**src/rtl/hbus_pkg.sv**
```systemverilog
package hbus_pkg;

    typedef enum logic [1:0] {
        BUS_ISA = 2'b00,
        BUS_X86 = 2'b01,
        BUS_M68 = 2'b10,
        BUS_MCS = 2'b11
    } bus_mode_e;

    // Neutral access decoded from whichever host bus is active
    typedef struct packed {
        logic chip;     // selected (address, extension selects, psen)
        logic hit;      // selected with an active strobe and a byte enabled
        logic rd;
        logic wr;
        logic be_odd;
        logic be_even;
        logic port;     // word index addresses the 16-bit data port
    } acc_s;

    typedef struct packed {
        logic [7:0] odd;
        logic [7:0] even;
    } pair_s;

    function automatic logic irq_active_high(bus_mode_e m);
        return (m == BUS_ISA) || (m == BUS_X86);
    endfunction

    function automatic logic has_wide_port(bus_mode_e m);
        return m != BUS_MCS;
    endfunction

endpackage

```
**src/rtl/hbus_straps.sv**
```systemverilog
module hbus_straps
    import hbus_pkg::*;
#(
    parameter int SEL_W = 4
) (
    input  logic             clk,
    input  logic             rst,
    input  logic [1:0]       mode_in,
    input  logic [SEL_W-1:0] pol_in,
    output bus_mode_e        mode_o,
    output logic [SEL_W-1:0] pol_o
);
    bus_mode_e        mode_q;
    logic [SEL_W-1:0] pol_q;

    always_ff @(posedge clk) begin
        if (rst) begin
            mode_q <= bus_mode_e'(mode_in);
            pol_q  <= pol_in;
        end
    end

    assign mode_o = mode_q;
    assign pol_o  = pol_q;

    // captured straps never move once reset is gone
    a_r1_straps_held: assert property (@(posedge clk) disable iff (rst)
        !rst |=> ($stable(mode_q) && $stable(pol_q)));

endmodule

```
**src/rtl/hbus_decode.sv**
```systemverilog
module hbus_decode
    import hbus_pkg::*;
#(
    parameter int ADDR_W    = 10,
    parameter int OFS_W     = 5,
    parameter int SEL_W     = 4,
    parameter int BASE_TAG  = 'h18,
    parameter int PORT_WORD = 8
) (
    input  bus_mode_e          mode,
    input  logic [SEL_W-1:0]   pol,
    input  logic               cs_n,
    input  logic [ADDR_W-1:0]  addr,
    input  logic [SEL_W-1:0]   sel_x,
    input  logic               bhe_n,
    input  logic               rd_n,
    input  logic               wr_n,
    input  logic               psen,
    output acc_s               acc,
    output logic [OFS_W-2:0]   widx
);
    localparam int TAG_W = ADDR_W - OFS_W;
    localparam int IDX_W = OFS_W - 1;

    logic tag_ok, sel_ok, psen_ok, strobe;

    assign widx = addr[OFS_W-1:1];

    always_comb begin
        tag_ok  = addr[ADDR_W-1:OFS_W] == TAG_W'(BASE_TAG);
        sel_ok  = sel_x == pol;
        psen_ok = (mode != BUS_MCS) || psen;

        acc         = '0;
        acc.chip    = !cs_n && tag_ok && sel_ok && psen_ok;
        acc.be_even = !addr[0];
        strobe      = 1'b0;

        unique case (mode)
            BUS_M68: begin
                // address bit 0 is the upper strobe, bhe_n the lower strobe
                acc.be_odd = !bhe_n;
                strobe     = !addr[0] || !bhe_n;
                acc.rd     = strobe && wr_n;
                acc.wr     = strobe && !wr_n;
            end
            BUS_MCS: begin
                acc.be_odd  = addr[0];
                acc.rd      = !rd_n;
                acc.wr      = !wr_n && rd_n;
            end
            default: begin
                acc.be_odd = !bhe_n;
                acc.rd     = !rd_n;
                acc.wr     = !wr_n && rd_n;
            end
        endcase

        acc.hit  = acc.chip && (acc.rd || acc.wr) && (acc.be_even || acc.be_odd);
        acc.port = widx == IDX_W'(PORT_WORD);
    end

endmodule

```
**src/rtl/hbus_lanes.sv**
```systemverilog
module hbus_lanes
    import hbus_pkg::*;
(
    input  bus_mode_e   mode,
    input  logic        be_odd,
    input  logic        be_even,
    input  logic        drive,
    input  logic [15:0] din,
    input  pair_s       rword,
    output pair_s       wpair,
    output logic [15:0] dout,
    output logic [1:0]  oe
);
    logic [1:0] lane_use;

    always_comb begin
        wpair    = '0;
        dout     = '0;
        lane_use = '0;
        unique case (mode)
            BUS_M68: begin
                // big-endian lane order: even byte high
                wpair.even = din[15:8];
                wpair.odd  = din[7:0];
                dout       = {rword.even, rword.odd};
                lane_use   = {be_even, be_odd};
            end
            BUS_MCS: begin
                wpair.even = din[7:0];
                wpair.odd  = din[7:0];
                dout       = {8'h00, be_odd ? rword.odd : rword.even};
                lane_use   = 2'b01;
            end
            default: begin
                wpair.even = din[7:0];
                wpair.odd  = din[15:8];
                dout       = {rword.odd, rword.even};
                lane_use   = {be_odd, be_even};
            end
        endcase
        oe = drive ? lane_use : 2'b00;
    end

endmodule

```
**src/rtl/hbus_slave.sv**
```systemverilog
module hbus_slave
    import hbus_pkg::*;
#(
    parameter int ADDR_W    = 10,
    parameter int OFS_W     = 5,
    parameter int SEL_W     = 4,
    parameter int BASE_TAG  = 'h18,
    parameter int PORT_WORD = 8
) (
    input  logic               clk,
    input  logic               rst,
    input  logic [1:0]         strap_mode,
    input  logic [SEL_W-1:0]   strap_pol,
    input  logic               cs_n,
    input  logic [ADDR_W-1:0]  addr,
    input  logic [SEL_W-1:0]   sel_x,
    input  logic               bhe_n,
    input  logic               rd_n,
    input  logic               wr_n,
    input  logic               psen,
    input  logic [15:0]        din,
    output logic [15:0]        dout,
    output logic [1:0]         dout_oe,
    output logic               rdy_pull,
    output logic               io16_pull,
    input  logic               irq_req,
    output logic               irq_pin,
    output logic [OFS_W-2:0]   rf_idx,
    output logic [1:0]         rf_be,
    output logic               rf_wr,
    output logic [15:0]        rf_wdata,
    input  logic [15:0]        rf_rdata,
    output logic               dp_rd,
    output logic               dp_wr,
    output logic [15:0]        dp_wdata,
    input  logic [15:0]        dp_rdata,
    input  logic               dp_ready
);
    bus_mode_e        mode;
    logic [SEL_W-1:0] pol;
    acc_s             acc;
    pair_s            wpair, rword;
    logic             act_q, start, ack_ok;

    hbus_straps #(.SEL_W(SEL_W)) u_straps (
        .clk(clk), .rst(rst), .mode_in(strap_mode), .pol_in(strap_pol),
        .mode_o(mode), .pol_o(pol)
    );

    hbus_decode #(
        .ADDR_W(ADDR_W), .OFS_W(OFS_W), .SEL_W(SEL_W),
        .BASE_TAG(BASE_TAG), .PORT_WORD(PORT_WORD)
    ) u_dec (
        .mode(mode), .pol(pol), .cs_n(cs_n), .addr(addr), .sel_x(sel_x),
        .bhe_n(bhe_n), .rd_n(rd_n), .wr_n(wr_n), .psen(psen),
        .acc(acc), .widx(rf_idx)
    );

    assign rword = acc.port ? pair_s'(dp_rdata) : pair_s'(rf_rdata);

    hbus_lanes u_lanes (
        .mode(mode), .be_odd(acc.be_odd), .be_even(acc.be_even),
        .drive(acc.hit && acc.rd), .din(din), .rword(rword),
        .wpair(wpair), .dout(dout), .oe(dout_oe)
    );

    // strobe edge: one internal pulse per host access
    always_ff @(posedge clk) begin
        if (rst) act_q <= 1'b0;
        else     act_q <= acc.hit;
    end

    assign start    = acc.hit && !act_q;
    assign rf_wr    = start && acc.wr && !acc.port;
    assign dp_wr    = start && acc.wr && acc.port;
    assign dp_rd    = start && acc.rd && acc.port;
    assign rf_be    = {acc.be_odd, acc.be_even};
    assign rf_wdata = wpair;
    assign dp_wdata = wpair;

    assign ack_ok    = !acc.port || dp_ready;
    assign rdy_pull  = acc.hit && ((mode == BUS_M68) ? ack_ok : !ack_ok);
    assign io16_pull = acc.chip && acc.port && has_wide_port(mode);
    assign irq_pin   = irq_active_high(mode) ? irq_req : !irq_req;

    // deselected bus is quiet
    a_r2_standby_quiet: assert property (@(posedge clk) disable iff (rst)
        cs_n |-> (dout_oe == 2'b00 && !rf_wr && !dp_wr && !dp_rd && !rdy_pull && !io16_pull));

    // byte-wide host never sees the upper lane driven
    a_r5_upper_lane_idle: assert property (@(posedge clk) disable iff (rst)
        (mode == BUS_MCS) |-> !dout_oe[1]);

    // no 16-bit indication for the byte-wide host
    a_r7_no_wide_on_mcs: assert property (@(posedge clk) disable iff (rst)
        (mode == BUS_MCS) |-> !io16_pull);

    // a held write strobe yields a single register write
    a_r10_single_write_pulse: assert property (@(posedge clk) disable iff (rst)
        rf_wr |=> !rf_wr);

    // lanes are driven only under a read strobe of the active style
    a_r11_drive_only_on_read: assert property (@(posedge clk) disable iff (rst)
        (|dout_oe) |-> ((mode == BUS_M68) ? wr_n : !rd_n));

    // port strobes never collide with each other or with a register write
    a_r12_strobes_exclusive: assert property (@(posedge clk) disable iff (rst)
        $countones({rf_wr, dp_wr, dp_rd}) <= 1);

endmodule

```
**config.mk**
```make
export PLATFORM = sky130hd
export DESIGN_NAME = hbus_slave
export DESIGN_NICKNAME = d
export VERILOG_FILES = /design/src/rtl/hbus_pkg.sv /design/src/rtl/hbus_straps.sv /design/src/rtl/hbus_decode.sv /design/src/rtl/hbus_lanes.sv /design/src/rtl/hbus_slave.sv
export SDC_FILE = /design/constraint.sdc
export NUM_CORES = 1
export LEC_CHECK = 0
export ABC_AREA = 1
export ABC_CLOCK_PERIOD_IN_PS = 1540
export BUFFER_PORTS_ARGS = -buffer_cell sky130_fd_sc_hd__buf_2
export CAP_MARGIN = 5
export CORE_MARGIN = 4
export CORE_UTILIZATION = 35
export DETAILED_ROUTE_END_ITERATION = 10
export PLACE_DENSITY = 0.79
export SYNTH_ARGS = -nofsm -noshare
export SYNTH_HDL_FRONTEND = slang
export SYNTH_SLANG_ARGS = --single-unit
```
**constraint.sdc**
```tcl
create_clock -name clk -period 1.54 [get_ports clk]
set_input_delay 0.231 -clock clk [delete_from_list [all_inputs] [get_ports clk]]
set_output_delay 0.231 -clock clk [all_outputs]
set_load 0.005 [all_outputs]
```
Word-level counts from Yosys, hierarchy flattened

Index checks and enable logic that the tools add are counted.

Flip-flop bits (word level): 7
Bits of input ports: 77
Output and inout port bits: 62
Logic and storage cells: 53

Equality and inequality tests: 7
Mux-type cells: 9
Reduce and logical (&&, ||, !) cells: 34

Operator list:

| kind                                                            | number |
|---|---|
| 16-bit one-hot mux with 2 select lines                          | 2 |
| 1-bit logical AND                                               | 18 |
| 16-bit 2-to-1 mux                                               | 1 |
| 1-bit zero test                                                 | 9 |
| 8-bit 2-to-1 mux                                                | 1 |
| 1-bit logical OR                                                | 6 |
| 3-bit one-hot mux with 2 select lines                           | 1 |
| 5-bit == test, second input constant                            | 1 |
| 2-bit == test, second input constant                            | 2 |
| 4-bit == test                                                   | 1 |
| 4-bit == test, second input constant                            | 1 |
| 2-bit one-hot mux with 2 select lines                           | 1 |
| 2-bit by 1-bit == test with 1-bit output, second input constant | 1 |
| 2-bit zero test                                                 | 1 |
| 1-bit 2-to-1 mux                                                | 2 |
| 2-bit 2-to-1 mux                                                | 1 |
| 2-bit != test, second input constant                            | 1 |

Depth between registers and ports, before layout

Depth in word-level cells: 10
Depth in mapped cells: 8
Mapped depth without buffers: 8

Modules after synthesis

Synthesis repeated with hierarchy kept, for this count alone.

Cells, all modules: 258
Area total of the unflattened synthesis: 1342.5 µm²

Modules (own cells, without submodules):

| module      | times used | cells an instance | area each (µm²) | seq. area each (µm²) |
|---|---|---|---|---|
| hbus_lanes  | 1          | 107               | 454.2           | 0.0 |
| hbus_slave  | 1          | 89                | 441.7           | 20.0 |
| hbus_decode | 1          | 56                | 266.5           | 0.0 |
| hbus_straps | 1          | 6                 | 180.2           | 180.2 |

Worst setup path after synthesis

No wires, ideal clock.

Kind: register to output
Start point: register u_straps.mode_q[1], in the netlist u_straps.mode_o[1]
End point: output port rf_wdata[0]
Arrival time: 1.234 ns
Data required time: 1.309 ns
Path slack: 0.075 ns
Cell stages (with the launch flop): 7
Buffers on the path: 3
Cell sequence: edfxtp_1 > buf_6 > nand2_4 > clkinv_4 > buf_2 > o21ai_0 > buf_4

Cells in the longest elaborated chain, start to end: 2
Elaborated cells on any way between the ends: 3
Classes of those cells: eq/ne: 2; mux: 1

RTL lines:

| item                                     | RTL line          | RTL |
|---|---|---|
| from (decl)                              | hbus_straps.sv:13 | `bus_mode_e mode_q;` |
| from (signal assigned)                   | hbus_straps.sv:18 | `mode_q <= bus_mode_e'(mode_in);` |
| 2-bit == test                            | hbus_lanes.sv:20  | `unique case (mode)` |
| 16-bit one-hot mux with 2 select lines * | hbus_lanes.sv:20  |  |
| to (decl)                                | hbus_slave.sv:31  | `output logic [15:0] rf_wdata,` |

Mark *: on every way between the ends. The rest lies on a longest branch, timed or not.

Final worst setup path

Start point: register u_straps.mode_q[1], in the netlist u_straps.mode_o[1]
End point: output port dp_rd

Cells in the longest elaborated chain, start to end: 8
Elaborated cells on any way between the ends: 13
Classes of those cells: eq/ne: 3; mux: 1; reduce/logical: 9

RTL lines:

| item                                                                      | RTL line                             | RTL |
|---|---|---|
| 2-bit == test or 2-bit != test (tied branches)                            | hbus_decode.sv:39, hbus_decode.sv:32 |  |
| 3-bit one-hot mux with 2 select lines or 1-bit logical OR (tied branches) | hbus_decode.sv:39, hbus_decode.sv:32 |  |
| 1-bit logical OR or 1-bit logical AND (tied branches)                     | hbus_decode.sv:59, hbus_decode.sv:35 |  |
| 1-bit logical AND (2 in series)                                           | hbus_decode.sv:59                    | `acc.hit = acc.chip && (acc.rd \|\| acc.wr) && (acc.be_even \|\| acc.be_odd);` |
| 1-bit logical AND                                                         | hbus_slave.sv:73                     | `assign start = acc.hit && !act_q;` |
| 1-bit logical AND * (2 in series)                                         | hbus_slave.sv:76                     | `assign dp_rd = start && acc.rd && acc.port;` |
| to (decl)                                                                 | hbus_slave.sv:33                     | `output logic dp_rd,` |

Marks and branches as above.

==> results.json <==
{
  "outcome": "complete, but fails checks",
  "violations": "negative setup slack",
  "worst_slack_ns": -0.198,
  "layout.nets": 419,
  "post-place-cells": 374,
  "clock-sinks": 7,
  "setup_viol": 43,
  "synth_fp_nets": 289,
  "grt_start_max_net_pins": 20,
  "remaining_drc_errors": 0,
  "area_growth_pct": 71.4,
  "dpl.hpwl_mm": 3.81,
  "dieArea_um2": 4780,
  "clk_pin_slew_ns": 0.04,
  "post_drt_wl_per_cell_um": 12.0,
  "antenna_found_initial": 0,
  "overflow": 0,
  "drt-total-wl_mm": 4.64,
  "cts_root_buffer": "clkbuf_8",
  "first_pass_iters": 4,
  "die_h_um": 69.1,
  "drive_above_1_share": 0.642,
  "initial_core_util": 0.377,
  "seq_area_frac_synth": 0.153,
  "ant_nets": 0,
  "period_needed_ns": 1.74,
  "vias": 1811,
  "synth_warnings": 0,
  "gp_congestion": 0.871,
  "syn_inst": 212,
  "synth_cell_types": 28,
  "final_util": 0.646,
  "required_ns": 1.31,
  "hold_viol": 0,
  "rows": 21,
  "min-delay-path-class": "input pin to register",
  "slew_viol_final": 0,
  "skew_ns": 0.00227,
  "multi_input_area_um2": 936,
  "seqCellArea_um2": 200,
  "grt_pass1_wl_mm": 7.38,
  "maxCapViolCount": 0,
  "arrival_ns": 1.51,
  "cts.path.max_buffers": 2,
  "worst_setup_path_end_kind": "output pin",
  "diodes": 0,
  "power_mw": 1.13,
  "critical_path.max_fanout": 4,
  "power_density_nw_per_um2": 506,
  "core-area_um2": 3470,
  "ios": 139,
  "worstSetupPathType": "register to output pin",
  "first_global_vias": 1765,
  "p_leak_nw": 1.31,
  "post-place-ws_ns": -0.0102,
  "synth_seq_cells": 7,
  "fin_cells": 387,
  "io_buffers": 138,
  "cts_inserted_buffers": 3,
  "relSlewSlack": 0.790,
  "fp.dieW_um": 69.1,
  "clock_latency_ns": 0.22,
  "rsz0062_at_grt": "yes",
  "cts_tree": "yes",
  "syn-cell-area_um2": 1310,
  "via_per_inst": 4.68,
  "syn_avg_cell_area_um2": 6.17,
  "layout_worst_path_cycle_share": 1.13,
  "holdBufCountCts": 0,
  "vdd_drop_max_uv": 495,
  "cp-start-kind": "register",
  "drt_iter0_markers": 30,
  "n_fill_cell": 327,
  "h-tree-depth": 1,
  "fmax_mhz": 575,
  "grt_usage": 0.181,
  "tightest_slew_ns": 0.311
}
-- report_power, final --
group	internal, mW	switching (mW)
sequential	0.222	0.0103
combinational	0.326	0.326
clock	0.178	0.0708
total	0.726	0.407
-- placed cells by master, fill, tap and decap left out --
cell        count
buf_12          1
buf_2         138
buf_4           8
buf_6           5
buf_8           1
clkbuf_1        1
clkbuf_8        3
clkinv_4        1
clkinvlp_4      2
dfxtp_1         1
edfxtp_1        6
inv_1          32
inv_2           1
inv_4           2
mux2i_1         8
nand2_1        34
nand2_2        10
nand2_4         7
nand2_8         1
nand3_1         2
nand3_2         3
nand3_4         1
nand4_2         1
nor2_1         14
nor2_2          3
nor2_4          1
nor4_1          1
o21ai_0        12
o21ai_1         7
o21ai_2        13
o21ai_4         2
o21bai_2        1
o22ai_1         2
o22ai_2         6
or2_2           8
xor2_1          2
-- worst max-delay path, stage by stage, from the launching register on --
cell and delay, ns:
edfxtp_1 0.49, nand2_4 0.13, inv_4 0.04, nand2_4 0.05, nand3_4 0.08, nor2_4 0.13, nand3_2 0.12, nor2_2 0.11
buf_2 0.12
-- flip-flops by register name, indices dropped and copies added (netlist names) --
register         flops
u_straps.pol_o       4
act_q                1
u_straps.mode_o      2
-- logic make-up (layout without fill, tap and decap cells) --
group,Yosys count,count (layout),share of synthesized area
AND/OR/NAND/NOR,86,86,0.324
buffers and inverters,66,195,0.274
AO/OA/AOI/OAI,43,43,0.174
multiplexers,8,8,0.0612
flip-flops,7,7,0.153
XOR/XNOR,2,2,0.0134
-- area by class of cell --
type	count	share of cell area
sequential	7	0.0893
inverter	37	0.0681
multi-input combinational	139	0.418
tap	46	0.0257
timing repair buffer	153	0.376
clock buffer	4	0.0201
timing repair inverter	1	0.00335
-- routing by layer --
metal | routed length (um) | vias to the layer above | global-route usage
li1 | - | 910 | -
met2 | 2450 | 106 | 0.363
met3 | 481 | 6 | 0.0320
met1 | 1640 | 789 | 0.185
met5 | 0 | - | 0
met4 | 62 | 0 | 0.0542
-- stage by stage --
stage	hold WS (ns)	area, um2	TNS (ns)
6_report	0.184	2240	-5.12
5_1_grt	0.174	2240	-8.86
4_1_cts	0.181	2060	-6.38
3_5_place_dp	0.410	1900	-0.0326
3_3_place_gp	0.408	1900	-0.0112
2_1_floorplan	0.303	1310	0
-- timing repair --
| action | CTS | global route |
|---|---|---|
| gates resized for setup | 35 | 45 |
| gates cloned | 1 | 0 |
| pin swaps | 6 | 6 |
| endpoints found under the setup margin | 48 | 56 |
| buffers inserted | 5 | 4 |
-- Yosys cell counts --
library cell,instances,area share
xor2_1,2,0.013
inv_2,1,0.0029
nor4_1,1,0.0048
or2_2,8,0.038
mux2i_1,8,0.061
nand4_2,1,0.0096
nand3_2,2,0.015
nor2_2,1,0.0048
inv_1,34,0.098
o21bai_1,1,0.0057
clkinv_4,1,0.0067
nand2_2,3,0.014
nand3_1,3,0.011
edfxtp_1,6,0.14
buf_2,4,0.015
buf_4,22,0.13
o22ai_1,8,0.038
o21ai_0,32,0.12
inv_4,1,0.0048
buf_6,2,0.017
nor2_1,16,0.046
o21ai_1,2,0.0077
nand2_4,3,0.026
nand2_1,46,0.13
nand3_4,1,0.013
clkbuf_1,1,0.0029
nor2_4,1,0.0086
dfxtp_1,1,0.015
-- worst paths after layout --
check / from / endpoint / slack, ns / cells past startpoint
worst min register to register: u_straps.pol_o[1] / act_q / 0.82 / 7
worst max register to register: u_straps.mode_o[1] / act_q / 0.31 / 6
worst min-delay path: strap_pol[3] / u_straps.pol_o[3] / 0.18 / 1
worst max-delay path: u_straps.mode_o[1] / dp_rd / -0.20 / 8
No activity file was read; power rests on OpenSTA's default activity.
